`config.mk`:
```
export PLATFORM = sky130hd
export DESIGN_NAME = prio_irq_ctrl
export DESIGN_NICKNAME = d
export VERILOG_FILES = /design/src/rtl/pic_pkg.sv /design/src/rtl/pic_cfg_regs.sv /design/src/rtl/pic_pick.sv /design/src/rtl/pic_level_stack.sv /design/src/rtl/prio_irq_ctrl.sv
export SDC_FILE = /design/constraint.sdc
export NUM_CORES = 1
export LEC_CHECK = 0
export ABC_AREA = 1
export BUFFER_PORTS_ARGS = -buffer_cell sky130_fd_sc_hd__buf_2
export CAP_MARGIN = 20
export CORE_MARGIN = 5
export CORE_UTILIZATION = 35
export DETAILED_ROUTE_END_ITERATION = 8
export PLACE_DENSITY = 0.48
export SLEW_MARGIN = 10
export SYNTH_ARGS = -nofsm -noshare
export SYNTH_HDL_FRONTEND = slang
export SYNTH_HIERARCHICAL = 1
export SYNTH_SLANG_ARGS = --single-unit
```
`constraint.sdc`:
```
create_clock -name clk -period 22.6 [get_ports clk]
set_input_delay 2.26 -clock clk [delete_from_list [all_inputs] [get_ports clk]]
set_output_delay 2.26 -clock clk [all_outputs]
set_load 0.02 [all_outputs]
```
`src/rtl/pic_pkg.sv`:
```
package pic_pkg;
    localparam int PIC_DEVICES   = 8;
    localparam int PIC_PRIO_W    = 2;
    localparam int PIC_VEC_W     = 12;
    localparam int PIC_ID_W      = 8;
    localparam int PIC_STK_DEPTH = 3;

    typedef enum logic [1:0] {
        FLD_EN   = 2'd0,
        FLD_PRIO = 2'd1,
        FLD_VEC  = 2'd2,
        FLD_ID   = 2'd3
    } cfg_fld_e;

    typedef enum logic {
        ST_IDLE  = 1'b0,
        ST_SERVE = 1'b1
    } pic_state_e;
endpackage

```
`src/rtl/pic_cfg_regs.sv`:
```
module pic_cfg_regs
    import pic_pkg::*;
#(
    parameter int N_DEV  = PIC_DEVICES,
    parameter int PRIO_W = PIC_PRIO_W,
    parameter int VEC_W  = PIC_VEC_W,
    parameter int ID_W   = PIC_ID_W,
    parameter int ADDR_W = $clog2(PIC_DEVICES) + 2
) (
    input  logic                         clk,
    input  logic                         rst_n,
    input  logic                         we,
    input  logic [ADDR_W-1:0]            addr,
    input  logic [VEC_W-1:0]             wdata,
    output logic [N_DEV-1:0]             en_o,
    output logic [N_DEV-1:0][PRIO_W-1:0] prio_o,
    output logic [N_DEV-1:0][VEC_W-1:0]  vec_o,
    output logic [N_DEV-1:0][ID_W-1:0]   id_o
);
    localparam int DEV_W = ADDR_W - 2;

    cfg_fld_e fld;
    assign fld = cfg_fld_e'(addr[1:0]);

    for (genvar g = 0; g < N_DEV; g++) begin : g_dev
        logic hit;
        assign hit = we && (addr[ADDR_W-1:2] == DEV_W'(g));

        always_ff @(posedge clk) begin
            if (!rst_n) begin
                en_o[g]   <= 1'b0;
                prio_o[g] <= '0;
                vec_o[g]  <= '0;
                id_o[g]   <= ID_W'(g);
            end else if (hit) begin
                unique case (fld)
                    FLD_EN:   en_o[g]   <= wdata[0];
                    FLD_PRIO: prio_o[g] <= wdata[PRIO_W-1:0];
                    FLD_VEC:  vec_o[g]  <= wdata;
                    FLD_ID:   id_o[g]   <= wdata[ID_W-1:0];
                endcase
            end
        end
    end
endmodule

```
`src/rtl/pic_pick.sv`:
```
module pic_pick #(
    parameter int N_DEV  = 8,
    parameter int PRIO_W = 2,
    parameter int DEV_W  = 3
) (
    input  logic [N_DEV-1:0]             cand,
    input  logic [N_DEV-1:0][PRIO_W-1:0] prio,
    input  logic [PRIO_W-1:0]            floor_lvl,
    output logic                         hit,
    output logic [DEV_W-1:0]             idx,
    output logic [PRIO_W-1:0]            best
);
    // Strict compare keeps the lowest index on ties and rejects the floor level.
    always_comb begin
        hit  = 1'b0;
        idx  = '0;
        best = floor_lvl;
        for (int i = 0; i < N_DEV; i++) begin
            if (cand[i] && (prio[i] > best)) begin
                hit  = 1'b1;
                idx  = DEV_W'(i);
                best = prio[i];
            end
        end
    end
endmodule

```
`src/rtl/pic_level_stack.sv`:
```
module pic_level_stack #(
    parameter int PRIO_W = 2,
    parameter int DEPTH  = 3,
    parameter int CNT_W  = $clog2(DEPTH + 1)
) (
    input  logic              clk,
    input  logic              rst_n,
    input  logic              push,
    input  logic              pop,
    input  logic [PRIO_W-1:0] din,
    output logic [PRIO_W-1:0] top_o,
    output logic [CNT_W-1:0]  depth_o
);
    logic [PRIO_W-1:0] slot_q [DEPTH];
    logic [CNT_W-1:0]  cnt_q;

    always_ff @(posedge clk) begin
        if (!rst_n) begin
            cnt_q <= '0;
            for (int i = 0; i < DEPTH; i++) slot_q[i] <= '0;
        end else if (pop && (cnt_q != '0)) begin
            cnt_q <= cnt_q - CNT_W'(1);
        end else if (push && (cnt_q < CNT_W'(DEPTH))) begin
            slot_q[cnt_q] <= din;
            cnt_q         <= cnt_q + CNT_W'(1);
        end
    end

    assign top_o   = (cnt_q != '0) ? slot_q[cnt_q - CNT_W'(1)] : '0;
    assign depth_o = cnt_q;
endmodule

```
`src/rtl/prio_irq_ctrl.sv`:
```
module prio_irq_ctrl
    import pic_pkg::*;
#(
    parameter int N_DEV     = PIC_DEVICES,
    parameter int PRIO_W    = PIC_PRIO_W,
    parameter int VEC_W     = PIC_VEC_W,
    parameter int ID_W      = PIC_ID_W,
    parameter int STK_DEPTH = PIC_STK_DEPTH,
    localparam int DEV_W    = $clog2(N_DEV),
    localparam int ADDR_W   = DEV_W + 2,
    localparam int LVL_CW   = $clog2(STK_DEPTH + 1)
) (
    input  logic              clk,
    input  logic              rst_n,
    input  logic [N_DEV-1:0]  irq_req,
    input  logic              cfg_we,
    input  logic [ADDR_W-1:0] cfg_addr,
    input  logic [VEC_W-1:0]  cfg_wdata,
    input  logic              irq_ack,
    input  logic              irq_eoi,
    output logic              irq_pending,
    output logic [ID_W-1:0]   irq_id,
    output logic [VEC_W-1:0]  irq_vector,
    output logic              bank_swap
);
    logic [N_DEV-1:0]             en_q;
    logic [N_DEV-1:0][PRIO_W-1:0] prio_q;
    logic [N_DEV-1:0][VEC_W-1:0]  vec_q;
    logic [N_DEV-1:0][ID_W-1:0]   id_q;
    logic [N_DEV-1:0]             pend_q;
    logic [N_DEV-1:0]             clr_mask;
    logic [PRIO_W-1:0]            level_q;
    logic [PRIO_W-1:0]            stk_top;
    logic [LVL_CW-1:0]            stk_depth;
    logic                         win_hit;
    logic [DEV_W-1:0]             win_idx;
    logic [PRIO_W-1:0]            win_prio;
    logic                         take_ack;
    logic                         take_eoi;
    logic                         swap_q;
    pic_state_e                   state_q, state_d;

    pic_cfg_regs #(
        .N_DEV(N_DEV), .PRIO_W(PRIO_W), .VEC_W(VEC_W), .ID_W(ID_W), .ADDR_W(ADDR_W)
    ) i_cfg (
        .clk(clk), .rst_n(rst_n), .we(cfg_we), .addr(cfg_addr), .wdata(cfg_wdata),
        .en_o(en_q), .prio_o(prio_q), .vec_o(vec_q), .id_o(id_q)
    );

    pic_pick #(
        .N_DEV(N_DEV), .PRIO_W(PRIO_W), .DEV_W(DEV_W)
    ) i_pick (
        .cand(pend_q & en_q), .prio(prio_q), .floor_lvl(level_q),
        .hit(win_hit), .idx(win_idx), .best(win_prio)
    );

    pic_level_stack #(
        .PRIO_W(PRIO_W), .DEPTH(STK_DEPTH), .CNT_W(LVL_CW)
    ) i_stk (
        .clk(clk), .rst_n(rst_n), .push(take_ack), .pop(take_eoi),
        .din(level_q), .top_o(stk_top), .depth_o(stk_depth)
    );

    // End-of-interrupt outranks acknowledge in the same cycle.
    assign take_eoi = irq_eoi && (state_q == ST_SERVE);
    assign take_ack = irq_ack && win_hit && !irq_eoi;

    always_comb begin
        clr_mask = '0;
        if (take_ack) clr_mask[win_idx] = 1'b1;
    end

    // Next-state logic.
    always_comb begin
        state_d = state_q;
        unique case (state_q)
            ST_IDLE: begin
                if (take_ack) state_d = ST_SERVE;                 // T_ENTER
            end
            ST_SERVE: begin
                if (take_eoi && (stk_depth == LVL_CW'(1)))
                    state_d = ST_IDLE;                            // T_LEAVE
                else
                    state_d = ST_SERVE;                           // T_NEST / T_UNNEST
            end
        endcase
    end

    always_ff @(posedge clk) begin
        if (!rst_n) begin
            state_q <= ST_IDLE;
            pend_q  <= '0;
            level_q <= '0;
            swap_q  <= 1'b0;
        end else begin
            state_q <= state_d;
            pend_q  <= (pend_q | (irq_req & en_q)) & ~clr_mask;
            swap_q  <= take_ack || take_eoi;
            if (take_eoi)      level_q <= stk_top;
            else if (take_ack) level_q <= win_prio;
        end
    end

    // Output process.
    always_comb begin
        irq_pending = win_hit;
        irq_id      = win_hit ? id_q[win_idx]  : '0;
        irq_vector  = win_hit ? vec_q[win_idx] : '0;
        bank_swap   = swap_q;
    end
endmodule

```
==> impl_results.md, run 1 <==
- Outcome: completed
- Final antenna-violating net count: 0
- CP max stage cell: clkinv_1
- Largest delay share family, worst path: simple AND/OR/NAND/NOR gates
- Max_slew headroom: around a quarter
- DR vias/cell: between 4 and 5
- Worst-path fanout max: 45
- Post-route insts no fill: roughly 2400
- Initial DRC Count: 929
- Critical Path Start: level_q[1]
- Worst vdd ir: between 0.00005 and 0.00006 V
- Clock Path Buffers: 3
- Clock slew at reported path FFs: roughly 60 ps
- Clock Latency Late Sink: 530 ps
- Die width: roughly 190 um
- Cell count after synthesis: 1974
- WHS: between 400 and 500 ps
- Cts hold-fix bufs: 0
- Total of max-cap violations: 0
- Yosys reg bits: 206
- Area grow syn2layout: 10.4%
- Die H: 193 um
- Placed cells: approximately 2400
- Fillers: roughly 3700
- Port Buffers: roughly 50
- Leakage: between 6 and 7 nW
- Layout Nets: between 2000 and 2500
- Initial antenna violation count: 1
- Cts bufs inserted: 26
- # diodes: 0
- Crit path top cell by count: nand2_1
- Max Fclk: around 0.077 GHz
- Worst hold path type: reg -> reg
- Post-route DRC: 0
- Largest net degree at the start of global routing: 110
- Avg Cell Area, Syn: about 5.9 sq um
- Final setup fails: 0
- Worst Path Arrival: between 10000 and 15000 ps
- Worst EP required: about 20000 ps
- Layout cells sized above 1: roughly 7.8%
- Final Wtd Congestion: 0.817
- Worst R2R Path Depth: 63
- RSZ-0062 raised after global routing: no
- Starting Density: 35.7%
- Hold Path End: i_cfg/id_o[49]
- Setup Fix Bufs, Post-CTS: 0
- Die area: 37100 sq um
- Vias in the first global route: roughly 11000
- Site row count: 66
- Total GRT Usage: 21.6%
- Wire length per cell: about 17 um
- Core Region: roughly 33000 sq um
- First-pass GRT wire length: about 63000 um
- CP Buf/Inv Count: 8
- Worst R2R Setup Slack: 12360 ps
- Via count: 11500
- Congestion Overflow GR: 0
- Min cycle time layout: ~13000 ps
- Clk_skew: around 8.8 ps
- Dpl hpwl: 24800 um
- Dpl ws: a little over 10000 ps
- Worst Tran Pin Value: between 1000 and 1500 ps
- Reg2reg start: level_q[1]
- Final worst path period share: 57.3%
- Final Worst Setup Slack: 9640 ps
- Critical Path Sink Type: primary output
- CTS tree: yes
- Synth cell types: 36
- DRT Pass-1 Iters: 8
- Sequential area share after synthesis: 36.0%
- CP peak stage delay: between 800 and 900 ps
- Critical Path Start Type: register
- I/O Pins: 52
- Post-Syn Area: roughly 12000 sq um
- Root buf cell: clkbuf_16
- Setup TNS: 0 ps
- Ys Warns: 6
- CTS sink count: approximately 200
- Post-Route WL: a little over 40000 um
- Hold Path Stages: 2
- Number of failing hold endpoints at the final stage: 0
- Fin util: approximately two fifths
- CTS H-Tree Depth: 1
- Max Slew Vio Count: 0
- HP Start: i_cfg/id_o[49]
- CTS resizes: 0
- Crit Path Category: reg -> out
- R2R Path End: pend_q[2]
- P per Cell Area: ~64 nW/um^2
==> worst register-to-register path: cells and delay by family, from the launching register on <==
kind,cells,cell delay [ps]
and+or+nand+nor,42,4630
buffers and inverters,7,2190
adders and majority gates,8,2150
AOI/OAI and AO/OA,6,770
DFF,1,360
==> routing by layer <==
metal / GRT usage (%) / vias to the layer above / share of wire (%)
met1: 31.1 / 5245 / 48
met2: 34.6 / 320 / 44
met3: 3.17 / 57 / 6.0
met5: 0 / - / 0.032
li1: - / 5882 / -
met4: 4.33 / 2 / 1.9
==> worst max-delay path by stage <==
stage               endpoint  slack [ps]  depth (start not counted)
2_1_floorplan      irq_id[3]       12370                         67
3_3_place_gp   irq_vector[0]       10400                         67
3_5_place_dp   irq_vector[8]       10270                         67
4_1_cts            irq_id[2]        9670                         67
5_1_grt        irq_vector[8]        8740                         68
6_report       irq_vector[0]        9640                         66
==> synth_stat cells, drive strengths merged <==
library cell / instances / area (sq um)
nand2: 774 / 2950
nor2: 323 / 1280
inv: 262 / 983
nand3: 209 / 1060
dfxtp: 198 / 3960
buf: 73 / 454
a21oi: 37 / 200
clkbuf: 34 / 128
ha: 14 / 175
o21ai: 9 / 45.0
edfxtp: 8 / 240
nand4: 6 / 37.5
nor3: 6 / 30.0
a211oi: 4 / 30.0
clkinv: 4 / 16.3
a31oi: 3 / 18.8
and2: 3 / 18.8
or2: 3 / 18.8
o21a: 2 / 15.0
conb: 1 / 3.75
or3: 1 / 6.26
==> kinds of logic after synthesis <==
kind of cell,after synthesis,synth area share (%)
AND/OR/NAND/NOR,1325,46.2
flip-flops,206,36.0
adder cells (fa/ha/maj),14,1.50
AO/OA/AOI/OAI,55,2.65
other,1,0.0321
buffers and inverters,373,13.6
==> area by class of cell <==
class	instances	area (sq um)	area share (%)
inverter	266	1000	7.76
clock inverter	12	96.3	0.748
multi-input combinational	1396	5910	45.9
timing repair buffer	69	397	3.08
clock buffer	35	724	5.62
sequential	206	4200	32.6
tap	442	553	4.29
==> power breakdown <==
group	switching [mW]	internal [mW]	total, mW
combinational	0.0399	0.0128	0.0526
sequential	0.00250	0.370	0.373
clock	0.170	0.236	0.405
==> cells in the final DEF (no fill, tap or decap), types with 2 or more instances in the layout <==
master,instances
conb_1,2
edfxtp_1,8
a21oi_1,33
nand2_4,3
a21oi_2,4
o21a_1,2
a31oi_1,3
clkinv_1,6
nand3_1,207
clkbuf_16,26
clkinv_2,7
nand4_1,6
nor3_1,6
o21ai_0,8
clkbuf_8,4
or2_2,3
nor2_4,2
buf_2,50
nor2_1,306
ha_1,14
nand2_2,12
nor2_8,2
dfxtp_1,198
nor2_2,13
and2_1,3
nand2_1,759
a211oi_1,4
inv_1,257
inv_2,5
buf_4,18
nand3_2,2
clkbuf_1,5
==> state kept, by name (all words and copies together) (netlist names), 2 cells and up <==
register	cells
i_stk/slot_q	8
level_q	2
i_cfg/prio_o	16
i_cfg/id_o	64
i_stk/depth_o	2
i_cfg/en_o	8
i_cfg/vec_o	96
pend_q	8
==> per-stage QoR <==
stage,area [sq um],power [mW]
finish,12900,0.831
global route,12900,0.863
CTS,12900,0.840
detailed placement,12100,0.433
global placement,12100,0.433
floorplan,11700,0.414
Power figures use the tool's default switching activity.
==> run 2, diff against run 1 <==
--- a/config.mk
+++ b/config.mk
@@ -5,7 +5,7 @@
 export SDC_FILE = /design/constraint.sdc
 export NUM_CORES = 1
 export LEC_CHECK = 0
-export ABC_AREA = 1
+export ABC_AREA = 0
 export BUFFER_PORTS_ARGS = -buffer_cell sky130_fd_sc_hd__buf_2
 export CAP_MARGIN = 20
 export CORE_MARGIN = 5
==> constraint.sdc (replaced) <==
create_clock -name clk -period 13.6 [get_ports clk]
set_input_delay 1.36 -clock clk [delete_from_list [all_inputs] [get_ports clk]]
set_output_delay 1.36 -clock clk [all_outputs]
set_load 0.02 [all_outputs]
==> run 2 against run 1 <==
Critical path depth fell by 12; critical path type unchanged; non-clock buffer count rose by 2; clock power rose by 64%; wire length fell by 23%; clock skew fell by 2.7 ps; core utilization rose by 0.47 points; clock-buffer cell count rose by 7; power rose by 60%; critical endpoint is now irq_vector[9]; first-iteration DRC count fell by 46%; hold slack got worse by 3.9 ps; area after synthesis fell by 11%.
==> impl_results.md, run 2 <==
- Post-Syn Area: a little over 10000 sq um
- Clock Latency Late Sink: approximately 520 ps
- Final Wtd Congestion: ~0.82
- Total GRT Usage: between 10% and 20%
- Dpl hpwl: just under 20000 um
- Initial antenna violation count: 0
- Max_slew headroom: a little over a quarter
- Reg2reg start: level_q[1]
- P per Cell Area: approximately 110 nW/um^2
- Worst R2R Path Depth: 53
- Starting Density: a little over a third
- Worst vdd ir: between 0.00007 and 0.00008 V
- Max Fclk: between 0.07 and 0.08 GHz
- Clk_skew: 6.15 ps
- Max Slew Vio Count: 0
- CTS sink count: approximately 210
- Setup TNS: 0 ps
- CTS H-Tree Depth: 1
- Worst EP required: about 12000 ps
- Dpl ws: approximately 590 ps
- Worst Tran Pin Value: around 1100 ps
- RSZ-0062 raised after global routing: no
- Min cycle time layout: ~13000 ps
- Synth top area share: a little under two fifths
- Critical Path Start Type: register
- Yosys reg bits: roughly 210
- GR peak layer: met2
- Routing usage on met2: between 20 and 30%
- I/O Pins: 52
- Final antenna-violating net count: 0
- # diodes: 0
- Top-count cell post-synth: nand2_1
- Worst hold path type: reg -> reg
- Post-route DRC: 0
- Site row count: 63
- Reg area: about 4200 sq um
- Placed Instance Area: about 11000 sq um
- Sequential Power Share: between 40% and 50%
- Final instance area: between 10000 and 15000 sq um
- CP max stage cell: buf_4
- Congestion Overflow GR: 0
- Critical Path Start: level_q[1]
- Via count: approximately 8100
- Final setup fails: 0
- Met3 Use GR: about 2.3%
- Cell count after synthesis: about 1100
- Commonest cells after routing, fill and taps aside: nand2_1 (219), dfxtp_1 (197), mux2i_1 (189)
- Sequential area share after synthesis: 40.7%
- Outcome: completed
- Clock power share: 50.0%
- Port Buffers: between 50 and 60
- Cell-internal power: between 1 and 1.5 mW
- Worst Path Arrival: 11370 ps
- Async SR Flop Fraction: 0%
- Biggest registers after layout: i_cfg/vec_o: 96 flops, i_cfg/id_o: 64 flops, i_cfg/prio_o: 16 flops
- P_sw: between 200 and 300 uW
- Ys Warns: 6
- Final worst path period share: between 90% and 100%
- Initial DRC Count: slightly above 500
- Worst-path fanout max: 29
- Wire length per cell: around 20 um
- Crit path top cell by count: ha_1
- Layout Nets: around 1200
- Vias in the first global route: 7911
- Number of failing hold endpoints at the final stage: 0
- Number of synthesized flops with an enable pin: 8
- Cts bufs inserted: 25
- Area of the multi-input gates: 5700 sq um
- Leakage: about 4.8 nW
- Die width: ~180 um
- Synth cell types: 81
- Core Region: roughly 29000 sq um
- Avg Cell Area, Syn: between 9 and 10 sq um
- R2R Path End: i_stk/slot_q[2][0]
- Largest Register: i_cfg/vec_o
- Post-synth top area cell: dfxtp_1
- CTS tree: yes
- Combinational power share: under 10%
- Synth cell count leaders: nand2_1 (220), dfxtp_1 (198), mux2i_1 (189), nand3_1 (45), clkbuf_1 (39)
- DR vias/cell: ~5.3
- HP Start: i_cfg/id_o[30]
- Layout cells sized above 1: between 15 and 20%
- Critical Path Sink Type: primary output
- GR Layer Usage met1: ~26%
- Commonest non-fill, non-tap cell in the layout: nand2_1
- Total of max-cap violations: 0
- Max reg flops: 96
- DRT Pass-1 Iters: 5
- Final Worst Setup Slack: roughly 870 ps
- Sw frac: between 20 and 25%
- Clock Path Buffers: 3
- Ranking of synthesized cells by area: dfxtp_1 (38%), mux2i_1 (18%), nand2_1 (8.0%)
- Die H: around 180 um
- First-pass GRT wire length: about 47000 um
- Area grow syn2layout: 13.4%
- Die area: 33100 sq um
- CP peak stage delay: slightly above 500 ps
- Largest net degree at the start of global routing: 87
- Crit Path Category: reg -> out
- Main synth FF type: dfxtp_1
- Worst R2R Setup Slack: between 2000 and 3000 ps
- Worst Setup EP: irq_vector[9]
- Post-Route WL: around 31000 um
- Clock slew at reported path FFs: about 60 ps
- Root buf cell: clkbuf_16
- Fillers: around 3000
-- run 2: layout make-up --
| cell class | instances | area share (%) |
|---|---|---|
| timing repair buffer | 71 | 3.67 |
| clock inverter | 3 | 0.406 |
| clock buffer | 42 | 6.65 |
| tap | 390 | 4.16 |
| sequential | 206 | 35.9 |
| multi-input combinational | 791 | 48.7 |
| inverter | 18 | 0.576 |
-- run 2: kinds of logic after synthesis --
group	Yosys count	share of synthesized area (%)
AO/OA/AOI/OAI	176	13.4
adder cells (fa/ha/maj)	16	1.91
buffers and inverters	105	5.24
flip-flops	206	40.7
multiplexers	192	18.8
other	1	0.0363
AND/OR/NAND/NOR	403	19.8
-- run 2: how the worst min path moves through the flow --
| stage | end | slack [ps] | depth (start not counted) |
|---|---|---|---|
| 2_1_floorplan | i_cfg/id_o[16] | 430 | 2 |
| 3_3_place_gp | i_cfg/id_o[11] | 440 | 2 |
| 3_5_place_dp | i_cfg/id_o[15] | 440 | 2 |
| 4_1_cts | i_cfg/id_o[15] | 450 | 2 |
| 5_1_grt | i_cfg/vec_o[16] | 470 | 2 |
| 6_report | i_cfg/id_o[30] | 450 | 2 |
-- run 2: through the flow --
stage | instances | hold WS [ps] | utilization [%] | power [mW]
floorplan | 1100 | 429 | - | 0.660
global placement | 1469 | 438 | 36.6 | 0.678
detailed placement | 1471 | 444 | 36.7 | 0.679
CTS | 1516 | 451 | 39.6 | 1.35
global route | 1521 | 466 | 39.9 | 1.38
finish | 1521 | 452 | 39.9 | 1.33
-- run 2: worst max-delay path, delay by kind of cell, from the launching register on --
family	cells	cell delay (ps)
buf+inv	6	1330
flops	1	480
compound gates	23	4360
simple gates	15	1820
fa+ha+maj	10	2840
-- run 2: power by group through the flow --
stage | combinational, mW | sequential, mW | clock [mW]
floorplan | 0.0322 | 0.627 | 0
global placement | 0.0503 | 0.628 | 0
detailed placement | 0.0505 | 0.628 | 0
CTS | 0.0507 | 0.615 | 0.685
global route | 0.0546 | 0.615 | 0.709
finish | 0.0500 | 0.615 | 0.666
-- run 2: layer usage --
layer,wire (um),share of wire (%)
met5,0,0
met3,1190,3.8
met1,15200,49
met2,13900,45
met4,646,2.1
-- run 2: timing repair --
item | 4_1_cts | 5_1_grt
endpoints found under the setup margin | 0 | 20
gates resized for setup | 0 | 12
setup buffers | 0 | 3
hold buffers | 0 | 0
==> run 3, diff against run 2 <==
--- a/config.mk
+++ b/config.mk
@@ -9,9 +9,9 @@
 export BUFFER_PORTS_ARGS = -buffer_cell sky130_fd_sc_hd__buf_2
 export CAP_MARGIN = 20
 export CORE_MARGIN = 5
-export CORE_UTILIZATION = 35
+export CORE_UTILIZATION = 55
 export DETAILED_ROUTE_END_ITERATION = 8
-export PLACE_DENSITY = 0.48
+export PLACE_DENSITY = 0.71
 export SLEW_MARGIN = 10
 export SYNTH_ARGS = -nofsm -noshare
 export SYNTH_HDL_FRONTEND = slang
==> run 3 against run 2 <==
Via count grew 2.2%; wire length shrank 14%; clock skew grew 0.50 ps; global-route usage grew 6.4 points; setup slack lost 47 ps; fmax shrank 0.37%; core utilization grew 21 points; combinational power shrank 5.0%; clock power shrank 9.8%; non-clock buffer count shrank 5; sequential share of layout area grew 1.3 points; critical endpoint is now irq_vector[4]; largest power group is now sequential cells.
==> impl_results.md, run 3 (synthesis gave the netlist of run 2 again) <==
- DR vias/cell: about 6
- Final antenna-violating net count: 0
- Fin util: between 60% and 70%
- Commonest cells after routing, fill and taps aside: nand2_1 (220), dfxtp_1 (197), mux2i_1 (189)
- Max reg flops: 96
- Area grow syn2layout: 9.55%
- Cts hold-fix bufs: 0
- Outcome: completed
- Worst Tran Pin Value: between 1000 and 1500 ps
- Vias in the first global route: 7934
- Reg2reg start: level_q[1]
- # diodes: 0
- Fillers: approximately 1600
- Leakage: about 4.7 nW
- Starting Density: a little under three fifths
- Initial DRC Count: 753
- Final setup fails: 0
- Clk_skew: approximately 6.7 ps
- Congestion Overflow GR: 0
- Die area: approximately 22000 sq um
- Clock Path Buffers: 3
- Biggest registers after layout: i_cfg/vec_o: 96 flops, i_cfg/id_o: 64 flops, i_cfg/prio_o: 16 flops
- HP Start: i_cfg/id_o[20]
- CTS sink count: a little over 200
- Total power: roughly 1.3 mW
- CP Buf/Inv Count: 3
- Placed cells: 1311
- Layout Nets: around 1100
- Worst R2R Setup Slack: 2680 ps
- DRT Pass-1 Iters: 5
- Layout cells sized above 1: 14.9%
- Initial antenna violation count: 0
- CTS tree: yes
- Worst vdd ir: 0.000105 V
- Post-Route WL: between 20000 and 30000 um
- Total of max-cap violations: 0
- CTS H-Tree Depth: 1
- RSZ-0062 raised after global routing: no
- Max Slew Vio Count: 0
- Commonest non-fill, non-tap cell in the layout: nand2_1
- Root buf cell: clkbuf_16
- R2R Path End: i_stk/slot_q[2][0]
- Final Wtd Congestion: approximately 0.84
- Largest Register: i_cfg/vec_o
- Hold Path Stages: 2
- Setup TNS: 0 ps
- Total GRT Usage: 24.2%
- Post-route insts no fill: ~1400
- Site row count: 50
- Crit Path Category: reg -> out
- Hold Path End: i_cfg/id_o[20]
- Worst hold path type: reg -> reg
- Via count: between 8000 and 9000
- Worst EP required: approximately 12000 ps
- Critical Path Start Type: register
- P per Cell Area: 112 nW/um^2
- Final worst path period share: 93.9%
- CP peak stage delay: between 700 and 800 ps
- Dpl hpwl: between 15000 and 20000 um
- Number of failing hold endpoints at the final stage: 0
- Largest delay share family, worst path: compound AO/OA/AOI/OAI gates
- Cts bufs inserted: 23
- Die width: approximately 150 um
- WHS: approximately 450 ps
- Largest net degree at the start of global routing: just under 80
- Max_slew headroom: around 24%
- Max Fclk: between 0.07 and 0.08 GHz
- I/O Pins: 52
- Worst Path Arrival: between 10000 and 15000 ps
- CP max stage cell: and2_1
- Clock Latency Late Sink: roughly 500 ps
- Crit path top cell by count: ha_1
- Core Region: 18600 sq um
- First-pass GRT wire length: about 43000 um
- Worst-path fanout max: 35
- Min cycle time layout: between 10000 and 15000 ps
- Die H: between 100 and 150 um
- Clock slew at reported path FFs: roughly 60 ps
- Worst R2R Path Depth: 53
- Wire length per cell: just under 20 um
- Post-route DRC: 0
- Port Buffers: 51
- Critical Path Sink Type: primary output
==> run 3: layer usage <==
metal / part of all wire [%] / vias up / GRT usage (%)
met1: 46 / 4015 / 33.6
met3: 6.0 / 48 / 3.05
met5: 0 / - / 0
met4: 2.7 / 0 / 6.85
met2: 46 / 280 / 39.7
li1: - / 3925 / -
==> run 3: cell type report <==
| cell class | count | area, sq um | share of cell area [%] |
|---|---|---|---|
| sequential | 206 | 4210 | 37.1 |
| timing repair buffer | 66 | 378 | 3.34 |
| multi-input combinational | 789 | 5650 | 49.9 |
| inverter | 18 | 67.6 | 0.597 |
| clock inverter | 9 | 80.1 | 0.707 |
| clock buffer | 32 | 649 | 5.73 |
| tap | 234 | 293 | 2.59 |
==> run 3: worst max-delay path by stage <==
stage,startpoint,endpoint,depth (start not counted)
finish,level_q[1],irq_vector[4],51
global route,level_q[1],irq_vector[4],51
CTS,level_q[1],irq_vector[0],52
detailed placement,level_q[1],irq_vector[0],52
global placement,level_q[1],irq_vector[11],52
floorplan,level_q[1],irq_id[1],53
==> run 3: worst min-delay path: stages, from the launching register on <==
cell	delay, ps
dfxtp_1	300
nand2_1	50
mux2i_1	50
==> run 3: repair_timing <==
action | CTS | global route
setup endpoints to repair | 0 | 20
hold endpoints to repair | 0 | 0
setup buffers | 0 | 2
resized for setup | 0 | 7
==> run 3: where the power goes <==
part / switching, mW / leakage [nW] / internal, mW
Clock: 0.247 / 0.366 / 0.353
Combinational: 0.0347 / 2.62 / 0.0128
Sequential: 0.00258 / 1.68 / 0.612
Total: 0.285 / 4.67 / 0.978
==> run 3: through the flow <==
stage | setup slack [ps] | area (sq um)
after CTS | 99.7 | 11300
after global routing | 15.6 | 11300
after detailed placement | 661 | 10600
after floorplan | 2690 | 10300
final | 824 | 11300
after global placement | 1040 | 10600
